**config.mk**
```make
export PLATFORM = sky130hd
export DESIGN_NAME = dslf_line_tx
export DESIGN_NICKNAME = d
export VERILOG_FILES = /design/src/rtl/dslf_pkg.sv /design/src/rtl/dslf_frame_build.sv /design/src/rtl/dslf_seq.sv /design/src/rtl/dslf_biphase.sv /design/src/rtl/dslf_line_tx.sv
export SDC_FILE = /design/constraint.sdc
export NUM_CORES = 1
export LEC_CHECK = 0
export BUFFER_PORTS_ARGS = -buffer_cell sky130_fd_sc_hd__clkbuf_2
export CAP_MARGIN = 20
export CORE_ASPECT_RATIO = 0.75
export CORE_MARGIN = 2
export CORE_UTILIZATION = 50
export CTS_CLUSTER_DIAMETER = 60
export DETAILED_ROUTE_END_ITERATION = 12
export GPL_TIMING_DRIVEN = 0
export HOLD_SLACK_MARGIN = 0.12
export PLACE_DENSITY_LB_ADDON = 0.05
export SKIP_CTS_REPAIR_TIMING = 1
export SLEW_MARGIN = 20
export SYNTH_ARGS = -nofsm -noshare
export SYNTH_HDL_FRONTEND = slang
export SYNTH_HIERARCHICAL = 1
export SYNTH_SLANG_ARGS = --single-unit
```
**constraint.sdc**
```tcl
create_clock -name clk_i -period 2.7 [get_ports clk_i]
set_input_delay 0.27 -clock clk_i [delete_from_list [all_inputs] [get_ports clk_i]]
set_output_delay 0.27 -clock clk_i [all_outputs]
set_load 0.01 [all_outputs]
```
**src/rtl/dslf_pkg.sv**
```systemverilog
package dslf_pkg;
  typedef enum logic [1:0] {
    SYM_IDLE = 2'b00,
    SYM_LOW  = 2'b01,
    SYM_HIGH = 2'b10
  } sym_e;
endpackage

```
**src/rtl/dslf_frame_build.sv**
```systemverilog
module dslf_frame_build #(
  parameter int CH_W = 8,
  parameter int FW   = 2 * CH_W + 4,
  parameter int CW   = $clog2(FW + 1)
) (
  input  logic            rate_hi_i,
  input  logic            unframed_i,
  input  logic            d_in_b1_i,
  input  logic            sync_i,
  input  logic            hk_i,
  input  logic [CH_W-1:0] d_chan_i,
  input  logic [CH_W-1:0] b1_i,
  input  logic [CH_W-1:0] b2_i,
  output logic [FW-1:0]   word_o,
  output logic [CW-1:0]   len_o
);
  localparam int LO_LEN = CH_W + 2;
  localparam int PAD_W  = FW - LO_LEN;

  logic [CH_W-1:0] slot;
  logic [1:0]      dpair;

  always_comb begin
    slot  = d_in_b1_i ? d_chan_i : b1_i;
    dpair = d_in_b1_i ? 2'b00 : d_chan_i[1:0];
    unique case ({rate_hi_i, unframed_i})
      2'b00:   word_o = {sync_i, dpair[0], slot, {PAD_W{1'b0}}};
      2'b10:   word_o = {sync_i, hk_i, dpair, slot, b2_i};
      2'b01:   word_o = {d_chan_i[1:0], b1_i, {PAD_W{1'b0}}};
      default: word_o = {d_chan_i[3:0], b1_i, b2_i};
    endcase
    len_o = rate_hi_i ? CW'(FW) : CW'(LO_LEN);
  end
endmodule

```
**src/rtl/dslf_seq.sv**
```systemverilog
module dslf_seq #(
  parameter int FW = 20,
  parameter int CW = 5
) (
  input  logic          clk_i,
  input  logic          rst_ni,
  input  logic          half_en_i,
  input  logic [FW-1:0] word_i,
  input  logic [CW-1:0] len_i,
  output logic          load_o,
  output logic          bit_o,
  output logic          phase_o,
  output logic          started_o,
  output logic [CW-1:0] idx_o,
  output logic [CW-1:0] len_o,
  output logic          fs_o
);
  logic          started_q, phase_q, fs_q;
  logic [CW-1:0] idx_q, len_q;
  logic [FW-1:0] sh_q;
  logic          last;

  assign last   = (idx_q == len_q - 1'b1);
  assign load_o = half_en_i && (!started_q || (phase_q && last));

  always_ff @(posedge clk_i or negedge rst_ni) begin
    if (!rst_ni) begin
      started_q <= 1'b0;
      phase_q   <= 1'b0;
      fs_q      <= 1'b0;
      idx_q     <= '0;
      len_q     <= '0;
      sh_q      <= '0;
    end else begin
      fs_q <= load_o;
      if (load_o) begin
        started_q <= 1'b1;
        phase_q   <= 1'b0;
        idx_q     <= '0;
        len_q     <= len_i;
        sh_q      <= word_i;
      end else if (half_en_i) begin
        if (!phase_q) begin
          phase_q <= 1'b1;
        end else begin
          phase_q <= 1'b0;
          idx_q   <= idx_q + 1'b1;
          sh_q    <= {sh_q[FW-2:0], 1'b0};
        end
      end
    end
  end

  assign bit_o     = sh_q[FW-1];
  assign phase_o   = phase_q;
  assign started_o = started_q;
  assign idx_o     = idx_q;
  assign len_o     = len_q;
  assign fs_o      = fs_q;
endmodule

```
**src/rtl/dslf_biphase.sv**
```systemverilog
module dslf_biphase
  import dslf_pkg::*;
(
  input  logic       active_i,
  input  logic       off_i,
  input  logic       bit_i,
  input  logic       phase_i,
  output logic [1:0] sym_o
);
  sym_e sym;

  always_comb begin
    if (!active_i || off_i) sym = SYM_IDLE;
    else if (bit_i ^ phase_i) sym = SYM_LOW;   // 1: low first; 0: low second
    else sym = SYM_HIGH;
  end

  assign sym_o = sym;
endmodule

```
**src/rtl/dslf_line_tx.sv**
```systemverilog
module dslf_line_tx #(
  parameter int CH_W = 8
) (
  input  logic            clk_i,
  input  logic            rst_ni,
  input  logic            half_en_i,
  input  logic            rate_hi_i,
  input  logic            unframed_i,
  input  logic            d_in_b1_i,
  input  logic            hk_i,
  input  logic [CH_W-1:0] d_chan_i,
  input  logic [CH_W-1:0] b1_i,
  input  logic [CH_W-1:0] b2_i,
  input  logic            line_dis_i,
  input  logic            diag_off_i,
  output logic [1:0]      sym_o,
  output logic            frame_start_o
);
  localparam int FW = 2 * CH_W + 4;
  localparam int CW = $clog2(FW + 1);

  logic [FW-1:0] word_w;
  logic [CW-1:0] len_nxt_w, idx_w, len_w;
  logic          load_w, bit_w, phase_w, started_w, sync_q;

  always_ff @(posedge clk_i or negedge rst_ni) begin
    if (!rst_ni) sync_q <= 1'b0;
    else if (load_w) sync_q <= ~sync_q;
  end

  dslf_frame_build #(.CH_W(CH_W), .FW(FW), .CW(CW)) u_build (
    .rate_hi_i (rate_hi_i),
    .unframed_i(unframed_i),
    .d_in_b1_i (d_in_b1_i),
    .sync_i    (~sync_q),
    .hk_i      (hk_i),
    .d_chan_i  (d_chan_i),
    .b1_i      (b1_i),
    .b2_i      (b2_i),
    .word_o    (word_w),
    .len_o     (len_nxt_w)
  );

  dslf_seq #(.FW(FW), .CW(CW)) u_seq (
    .clk_i    (clk_i),
    .rst_ni   (rst_ni),
    .half_en_i(half_en_i),
    .word_i   (word_w),
    .len_i    (len_nxt_w),
    .load_o   (load_w),
    .bit_o    (bit_w),
    .phase_o  (phase_w),
    .started_o(started_w),
    .idx_o    (idx_w),
    .len_o    (len_w),
    .fs_o     (frame_start_o)
  );

  dslf_biphase u_enc (
    .active_i(started_w),
    .off_i   (line_dis_i | diag_off_i),
    .bit_i   (bit_w),
    .phase_i (phase_w),
    .sym_o   (sym_o)
  );
endmodule

```
# After elaboration in Yosys (flattened, before gate mapping)

Cells that the tools add are included.
Widths: inputs -> output; s select.

Memory bits (writable): 0
Logic and storage cells: 39
Register bits after elaboration: 34
Memories: 0
Bits in read-only memories: 0
Input port bits: 33
Output and inout port bits: 3
Latch bits: 0

$mul: 0
Shift operators: 0
Add/subtract/negate cells: 2
Muxes and demuxes: 15
Divide/modulo/power cells: 0
Order comparisons: 0
Reductions and logical operators: 9
Equality and inequality tests: 3
Bitwise operators: 3

Operator list:

| operator            | count |
|---|---|
| $mux 20             | 3 |
| $pmux 20 s3         | 1 |
| $mux 5              | 4 |
| $mux 8              | 1 |
| $mux 2              | 3 |
| $add 5x1->5 const B | 1 |
| $eq 5x5->1          | 1 |
| $sub 5x1->5 const B | 1 |
| $reduce_bool 2->1   | 2 |
| $mux 1              | 3 |
| $eq 2x1->1 const B  | 1 |
| $eq 2x2->1 const B  | 1 |
| $logic_and 1x1->1   | 2 |
| $logic_not 2->1     | 1 |
| $logic_or 1x1->1    | 2 |
| $reduce_and 2->1    | 1 |
| $logic_not 1->1     | 1 |
| $not 1->1           | 1 |
| $or 1x1->1          | 1 |
| $xor 1x1->1         | 1 |

# Depth between registers and ports, before layout

Gate-level depths: netlist of run 1.

Depth after elaboration: 7
Depth in mapped cells: 9
Gate-level depth less buffers: 7

# Cells and area by module

The synthesis of run 1 kept the hierarchy.

By module, submodules not included:

| module           | times used | sequential area each (um2) | area each (um2) | cells an instance |
|---|---|---|---|---|
| dslf_seq         | 1          | 825.8                      | 1785.5          | 181 |
| dslf_frame_build | 1          | 0.0                        | 326.6           | 44 |
| dslf_line_tx     | 1          | 25.0                       | 43.8            | 4 |
| dslf_biphase     | 1          | 0.0                        | 26.3            | 3 |

# Worst setup path before layout of run 1

Ideal clock, no wire load.

Kind: flip-flop to flip-flop
From: register u_seq.len_q[0], in the netlist u_seq/len_o[0]
To: register u_seq.len_q[0], in the netlist u_seq/len_o[0]
Buffers on the path: 1
Data arrival time: 1.885 ns
Clock period less this slack: 2.012 ns
Setup time: 0.127 ns
Cell stages (with the launch flop): 8
Required time: 2.573 ns
Setup slack: 0.688 ns
Path through: dfrtp_1 > inv_1 > ha_1 > xnor2_1 > o41ai_2 > and3_1 > buf_4 > mux2_1

Longest elaborated chain between the ends: 5

RTL lines:

| item                   | RTL line           | source |
|---|---|---|
| start, declared        | dslf_seq.sv:19     | `logic [CW-1:0] idx_q, len_q;` |
| start signal, assigned | dslf_seq.sv:40     | `len_q <= len_i;` |
| $sub 5x1->5            | dslf_seq.sv:23     | `assign last = (idx_q == len_q - 1'b1);` |
| $eq 5x5->1             | dslf_seq.sv:23     |  |
| $logic_and 1x1->1      | dslf_seq.sv:24     | `assign load_o = half_en_i && (!started_q \|\| (phase_q && last));` |
| $logic_or 1x1->1       | dslf_seq.sv:24     |  |
| $logic_and 1x1->1      | dslf_seq.sv:24     |  |
| named net load_w       | dslf_line_tx.sv:24 | `logic load_w, bit_w, phase_w, started_w, sync_q;` |

The timed path passes the listed nets, and every way through them passes these cells.
A chain may end at the register's enable or synchronous reset.

# Final worst setup path of run 1

Ends and elaborated chain as after synthesis.

==> results of run 1 <==
per-stage QoR:
step / hold WS (ns) / util
after floorplan: -0.02559 / -
after global placement: 0.4220 / 0.5864
after detailed placement: 0.4205 / 0.5864
after CTS: 0.1112 / 0.6085
after global routing: 0.1538 / 0.6085
final: 0.08572 / 0.6085
report_power, final:
part	switching, mW	leakage, nW	internal, mW
Combinational	0.432	0.736	0.387
Sequential	0.141	0.438	0.690
Clock	0.180	0.0482	0.206
registers in the layout, summed over array words and instances (netlist names):
signal and cells:
u_seq/phase_o 1, u_seq/idx_o 5, sync_q 1, u_seq/started_o 1, u_seq/len_o 5, u_seq/sh_q 20, u_seq/fs_o 1
path summary, 6_finish.rpt:
path                                startpoint             end  slack (ns)  cells past startpoint
worst max-delay path            u_seq/len_o[0]  u_seq/len_o[0]        0.37                      8
worst min-delay path                    rst_ni  u_seq/len_o[1]        0.09                      1
worst max register to register  u_seq/len_o[0]  u_seq/len_o[0]        0.37                      8
worst min register to register          sync_q          sync_q        0.46                      1
max in group asynchronous               rst_ni   u_seq/sh_q[9]        2.08                      1
min in group clk_i                   rate_hi_i  u_seq/len_o[2]        0.21                      2
layer usage:
layer / global-route usage / vias to the layer above / wire, µm
li1: - / 895 / -
met1: 0.3162 / 847 / 2512
met2: 0.3190 / 63 / 1987
met3: 0.04252 / 5 / 286
met4: 0.07264 / 0 / 46
met5: 0 / - / 0
worst max-delay path, delay by kind of cell (launching register included):
| kind | cells | cell delay (ns) |
|---|---|---|
| compound gates | 1 | 0.53 |
| flops | 1 | 0.41 |
| mux | 1 | 0.35 |
| simple gates | 2 | 0.28 |
| fa+ha+maj | 1 | 0.25 |
| buf+inv | 2 | 0.24 |
| xor+xnor | 1 | 0.15 |
layout make-up:
class,count,area (µm²),share of cell area
plain buffers,22,138.9,0.05528
clock buffers,7,86.33,0.03436
clock inverters,1,5.005,0.001992
inverters,9,33.78,0.01345
multi-input cells,167,1159,0.4612
flip-flops and latches,34,850.8,0.3386
well taps,55,68.82,0.02739
repair buffers,34,170.2,0.06773
synth_stat cells, types with 2 or more instances:
library cell,instances,area share
dfrtp_1,34,0.39
and2_1,29,0.083
nand2_1,26,0.045
a21oi_1,22,0.050
a311o_1,19,0.087
mux2i_1,16,0.073
buf_4,8,0.028
inv_1,8,0.014
clkbuf_1,7,0.012
xnor2_1,6,0.024
mux2_1,5,0.026
nor2_1,4,0.0069
buf_2,3,0.0069
buf_6,3,0.015
nand4_1,3,0.0086
o21ai_1,3,0.0069
o22ai_1,3,0.0086
a21o_1,2,0.0069
ha_1,2,0.011
nand3_1,2,0.0046
nor3_1,2,0.0046
nor3b_1,2,0.0069
o21ai_0,2,0.0046
o221ai_1,2,0.0080
xor2_1,2,0.0080
cells by family (layout without fill, tap and decap cells):
group	after synthesis	after routing	share of synthesized area
multiplexers	21	21	0.09919
flip-flops	34	34	0.3899
buffers and inverters	31	73	0.07913
AND/OR/NAND/NOR	79	79	0.1990
AO/OA/AOI/OAI	56	56	0.1875
adder cells (fa/ha/maj)	2	2	0.01147
other	1	1	0.001719
XOR/XNOR	8	8	0.03211
==> impl_metrics.yaml, run 1 <==
clock_network:
  cts_buffer_depth: 2
  cts_inserted_buffers: 5
  path_clk_slew_ns: 0.07
  ctsHtreeMaxLevel: 2
  cts.sinks: 34
  cts_tree: "built"
  root_buffer: "clkbuf_8"
  clk_latency_ns: 0.28
sta:
  tightest_slew_ns: 0.8543
  setup_tns_ns: 0
  fin_ws_ns: 0.3707
  post-route-period-util: 0.8627
  layout_min_cycle_time_ns: 2.329
  finClkSkew_ns: 0.006172
  fmax_ghz: 0.4293
  rsz0062_at_grt: "false"
  final-setup-viol-count: 0
  slew_headroom: 0.4304
  hold_violations: 0
  drv_slew: 0
critical_path:
  critPathSlowestCell: "o31ai_1"
  path_cells: "inv_1, ha_1, xnor2_1, nor2_1, o31ai_1, and3_1, buf_4, mux2_1"
  worstPathMaxFanout: 8
  crit_arrival_ns: 2.49
  end_kind: "flop"
  critPathKind: "reg -> reg"
  critPathRequiredTime_ns: 2.86
  max_stage_delay_ns: 0.53
  start_kind: "flop"
yosys:
  ys_seq_area_frac: 0.3899
  yosys_warnings: 6
  synth-edff-count: 0
  netlist-cell-type-count: 42
  avgSynthCellArea_um2: 9.406
  netlist_area_um2: 2182
  synthCells: 232
  synth_fp_nets: 267
  synth-seq-cells: 34
  ys_async_sr_fraction: 1.000
  synth-main-ff-cell: "dfrtp_1"
finish:
  drive_above_1_share: 0.2226
  area_delta_synth_final_pct: 15.14
  fin_nets: 308
  design_area_um2: 2512
  num_antenna_cells: 0
  final_cell_mix: "34 x clkbuf_2, 34 x dfrtp_1, 29 x and2_1"
  final_cells: 329
  fillers: 376
global_routing:
  grt-ovfl-total: 0
  grt_pass1_vias: 1658
  grt_antenna_before_repair: 0
  grt_pass1_wl_mm: 7.935
  grt_start_max_net_pins: 35
  grtUsageTotal: 0.2144
place:
  dp.cells: 321
  port_buffers: 34
  gp_congestion: 0.7837
  preCtsSetupSlack_ns: 0.3902
  dpl.hpwl_mm: 3.463
  placed_area_um2: 2421
pwr:
  finalPower_mw: 2.036
  ir_drop_uv: 387.8
  power.density_nw_per_um2: 810.6
  p_leak_nw: 1.222
route:
  wl_mm: 4.833
  drc_errors: 0
  vias: 1810
  drt_iter0_drc: 180
  postRouteAntennaNets: 0
  avgRoutedWirePerCell_um: 14.69
  dr.pass1.iters: 4
  viasPerCell: 5.502
floorplanning:
  die_width_um: 80.28
  placeableCoreArea_um2: 4129
  io_pins: 36
  rows: 20
  initial_core_util: 0.5285
  die-area_um2: 4914
  fp.dieH_um: 61.21
run:
  maxCapViolCount: 0
status:
  outcome: "finished, final reports clean"
min_path:
  hp-class: "in -> async"
Note: power is estimated with default switching activity, not from simulation.
==> run 2: changes to the inputs <==
RECOVER_POWER = 100   (was not set)
==> run 2 against run 1 <==
The flow now finishes with violations (capacitance limit, slew limit). Clock-buffer cell count is the same. Wire length decreased by 0.48%. Clock power about the same. Setup slack got worse by 0.026 ns. Combinational power about the same. Sequential share of layout area increased by 0.085 points. Via count is 0.17% lower. Global-route usage stayed put. Core utilization shrank 0.15 points. Largest power group unchanged.
==> impl_metrics.yaml, run 2 (synthesized netlist as in run 1, its figures left out) <==
global_routing:
  grt_start_max_net_pins: 35
  grt_antenna_before_repair: 0
  grt_pass1_wl_mm: 7.935
  grt-ovfl-total: 0
  grt_pass1_vias: 1658
  grtUsageTotal: 0.2144
pwr:
  p_leak_nw: 1.204
  ir_drop_uv: 388.4
  finalPower_mw: 2.036
  power.density_nw_per_um2: 812.5
sta:
  fin_ws_ns: 0.3443
  hold-worst-slack_ns: 0.2058
  layout_min_cycle_time_ns: 2.356
  finClkSkew_ns: 0.005023
  fmax_ghz: 0.4245
  rsz0062_at_grt: "false"
  drv_slew: 35
  post-route-period-util: 0.8725
  final-setup-viol-count: 0
  hold_violations: 0
  tightest_slew_ns: 1.833
  slew_headroom: -0.2220
  setup_tns_ns: 0
floorplanning:
  die_width_um: 80.28
  initial_core_util: 0.5285
  fp.dieH_um: 61.21
  rows: 20
  placeableCoreArea_um2: 4129
  io_pins: 36
  die-area_um2: 4914
finish:
  drive_above_1_share: 0.2044
  final_common_cell: "dfrtp_1"
  utilization: 0.6070
  largest_register: "u_seq/sh_q"
  num_antenna_cells: 0
  final_cell_mix: "34 x dfrtp_1, 31 x clkbuf_2, 28 x and2_1"
  fin_nets: 308
  fillers: 380
  area_delta_synth_final_pct: 14.85
  largest_reg_flops: 20
clock_network:
  cts_tree: "built"
  clk_latency_ns: 0.28
  path_clk_slew_ns: 0.07
  cts.sinks: 34
  cts_buffer_depth: 2
  cts_inserted_buffers: 5
  ctsHtreeMaxLevel: 2
  root_buffer: "clkbuf_8"
route:
  postRouteAntennaNets: 0
  viasPerCell: 5.492
  avgRoutedWirePerCell_um: 14.62
  wl_mm: 4.810
  drc_errors: 0
  drt_iter0_drc: 170
  vias: 1807
  dr.pass1.iters: 4
place:
  preCtsSetupSlack_ns: 0.3902
  port_buffers: 34
  gp_congestion: 0.7837
  dpl.hpwl_mm: 3.463
status:
  violations: "capacitance limit, slew limit"
  outcome: "finished with violations"
min_path:
  hp-start: "rate_hi_i"
  min_to: "u_seq/len_o[2]"
  holdPathStages: 2
  hp-class: "in -> reg"
critical_path:
  start_kind: "flop"
  reg2reg_to: "u_seq/len_o[0]"
  path_cells: "inv_1, ha_1, xnor2_1, nor2_1, o31ai_1, and3_1, buf_4, mux2_1"
  critPathKind: "reg -> reg"
  crit_family: "compound AO/OA/AOI/OAI gates"
  reg2regPathDepth: 8
  critPathRequiredTime_ns: 2.86
  worst-path-buf-inv: 2
  crit_arrival_ns: 2.52
  max_stage_delay_ns: 0.56
  worstPathMaxFanout: 8
  r2r-start: "u_seq/len_o[0]"
  ff2ff_setup_slack_ns: 0.34
  critPathSlowestCell: "o31ai_1"
  end_kind: "flop"
run:
  maxCapViolCount: 1
==> run 2: changes by cell type in the layout (fill, tap and decap cells not counted), sizes merged <==
cell	delta
buf	-3
clkbuf	+3
==> run 2: worst max-delay path by stage <==
stage | startpoint | endpoint | slack [ns] | cells after the start
3_5_place_dp | u_seq/len_o[0] | u_seq/len_o[4] | 0.39 | 8
4_1_cts | u_seq/len_o[0] | u_seq/len_o[0] | 0.37 | 8
3_3_place_gp | u_seq/len_o[0] | u_seq/sh_q[10] | 0.42 | 8
2_1_floorplan | u_seq/len_o[0] | u_seq/len_o[0] | 0.69 | 7
5_1_grt | u_seq/len_o[0] | u_seq/sh_q[4] | 0.17 | 8
6_report | u_seq/len_o[0] | u_seq/len_o[0] | 0.34 | 8
==> run 2: where the power goes <==
group / internal, mW / switching [mW]
clock: 0.206 / 0.179
combinational: 0.385 / 0.435
sequential: 0.690 / 0.142
total: 1.28 / 0.755
==> run 2: layout make-up <==
cell class	instances	area, µm²	share of cell area
buffer	22	138.9	0.05542
timing repair buffer	34	163.9	0.06540
tap	55	68.82	0.02746
multi-input combinational	167	1159	0.4623
sequential	34	850.8	0.3395
clock inverter	1	5.005	0.001997
clock buffer	7	86.33	0.03445
inverter	9	33.78	0.01348
==> run 2: stage by stage <==
stage,std cells,area [µm²]
global placement,321,2421
global route,329,2506
finish,329,2506
floorplan,232,2182
detailed placement,321,2421
CTS,329,2512
==> run 2: routing by layer <==
| layer | part of all wire | routed length, µm | GRT usage | up-vias |
|---|---|---|---|---|
| li1 | - | - | - | 896 |
| met1 | 0.52 | 2499 | 0.3162 | 842 |
| met2 | 0.41 | 1971 | 0.3190 | 64 |
| met3 | 0.061 | 292 | 0.04252 | 5 |
| met4 | 0.0096 | 46 | 0.07264 | 0 |
| met5 | 0 | 0 | 0 | - |
==> run 3: changes to the inputs <==
clock period = 2.57 ns   (was 2.7 ns; I/O delays follow)
==> run 3 against run 2 <==
Worst hold slack got worse by 0.016 ns. Final area fell by 0.25%. Largest power group unchanged. Register-to-register slack worse by 0.12 ns. Clock power up 6.0%. Clock skew up 0.0016 ns. Largest cell class unchanged. The flow still finishes with violations (capacitance limit, slew limit). Highest routed layer unchanged. Power is 4.9% higher.
==> impl_metrics.yaml, run 3 (synthesized netlist as in run 1, its figures left out) <==
clock_network:
  cts_buffer_depth: 2
  ctsHtreeMaxLevel: 2
  cts_inserted_buffers: 5
  path_clk_slew_ns: 0.07
  root_buffer: "clkbuf_8"
  clk_latency_ns: 0.29
  cts_tree: "built"
  cts.sinks: 34
finish:
  area_delta_synth_final_pct: 14.56
  final_cell_mix: "34 x dfrtp_1, 30 x clkbuf_2, 28 x and2_1"
  drive_above_1_share: 0.2044
  fin_nets: 308
  largest_reg_flops: 20
  design_area_um2: 2500
  final_cells: 329
  fillers: 379
  utilization: 0.6055
  final_common_cell: "dfrtp_1"
  num_antenna_cells: 0
  largest_register: "u_seq/sh_q"
global_routing:
  grt_use_met1: 0.3162
  grt_antenna_before_repair: 0
  grt-ovfl-total: 0
  grt_start_max_net_pins: 35
  met3_usage: 0.04252
  use_met2: 0.3190
  grt_pass1_wl_mm: 7.935
  grtUsageTotal: 0.2144
  top_usage_layer: "met2"
  grt_pass1_vias: 1658
sta:
  rsz0062_at_grt: "false"
  hold_violations: 0
  drv_slew: 35
  fmax_ghz: 0.4266
  post-route-period-util: 0.9121
  finClkSkew_ns: 0.006627
  slew_headroom: -0.2174
  final-setup-viol-count: 0
  layout_min_cycle_time_ns: 2.344
  tightest_slew_ns: 1.826
  setup_tns_ns: 0
floorplanning:
  placeableCoreArea_um2: 4129
  rows: 20
  initial_core_util: 0.5285
  die_width_um: 80.28
  fp.dieH_um: 61.21
  io_pins: 36
  die-area_um2: 4914
pwr:
  ir_drop_uv: 407.1
  p_leak_nw: 1.203
  power.density_nw_per_um2: 854.4
critical_path:
  r2r-start: "u_seq/len_o[0]"
  crit_start: "u_seq/len_o[0]"
  critPathRequiredTime_ns: 2.71
  ff2ff_setup_slack_ns: 0.23
  crit_arrival_ns: 2.49
  critPathKind: "reg -> reg"
  start_kind: "flop"
  worstPathMaxFanout: 10
  end_kind: "flop"
route:
  wl_mm: 4.812
  vias: 1791
  dr.pass1.iters: 4
  postRouteAntennaNets: 0
  viasPerCell: 5.444
  drt_iter0_drc: 183
  avgRoutedWirePerCell_um: 14.63
  drc_errors: 0
min_path:
  hp-start: "rate_hi_i"
  hp-class: "in -> reg"
place:
  dp.cells: 321
  dpl.hpwl_mm: 3.463
  placed_area_um2: 2421
  port_buffers: 34
  gp_congestion: 0.7837
status:
  violations: "capacitance limit, slew limit"
  outcome: "finished with violations"
run:
  maxCapViolCount: 1
==> run 3: cell count changes in the layout (fill, tap and decap cells not counted) <==
cell | before | now
clkbuf_2 | 31 | 30
buf_6 | 3 | 2
buf_2 | 1 | 3
==> run 3: power by group <==
part	switching [mW]	internal (mW)	total (mW)
sequential	0.149	0.725	0.874
clock	0.191	0.216	0.407
combinational	0.453	0.402	0.855
==> run 3: metal layers <==
layer	part of all wire	vias up
met5	0	-
met3	0.065	4
met4	0.0071	0
met2	0.42	62
met1	0.51	828
li1	-	897
==> run 3: per-stage QoR <==
stage               hold slack, ns  setup WS (ns)  total power, mW
finish                      0.1902         0.2260            2.136
global route                0.1889        0.04232            2.292
detailed placement          0.4075         0.2602            1.736
global placement            0.4090         0.2943            1.720
floorplan                 -0.03859         0.5575            1.515
CTS                        0.09822         0.2373            2.146
==> run 3: layout make-up <==
class	instances	area (µm²)	share of cell area
Multi-Input combinational cell	167	1159	0.4635
Sequential cell	34	850.8	0.3403
Timing Repair Buffer	34	163.9	0.06557
Buffer	22	132.6	0.05305
Clock buffer	7	86.33	0.03453
Tap cell	55	68.82	0.02753
Inverter	9	33.78	0.01351
Clock inverter	1	5.005	0.002002
==> run 3: final timing paths <==
check	end	cells past startpoint
worst min-delay path	u_seq/len_o[2]	2
worst max register to register	u_seq/idx_o[3]	9
worst min register to register	sync_q	1
max in group asynchronous	u_seq/sh_q[6]	1
min in group asynchronous	sync_q	1
worst max-delay path	u_seq/idx_o[3]	9
==> run 3: critical path: stages, from the launching register on <==
cell and delay, ns:
dfrtp_1 0.41, inv_1 0.06, ha_1 0.25, xnor2_1 0.15, nor2_1 0.05, o31ai_1 0.54, and2_0 0.21, buf_4 0.15
clkbuf_2 0.24, o221ai_1 0.16
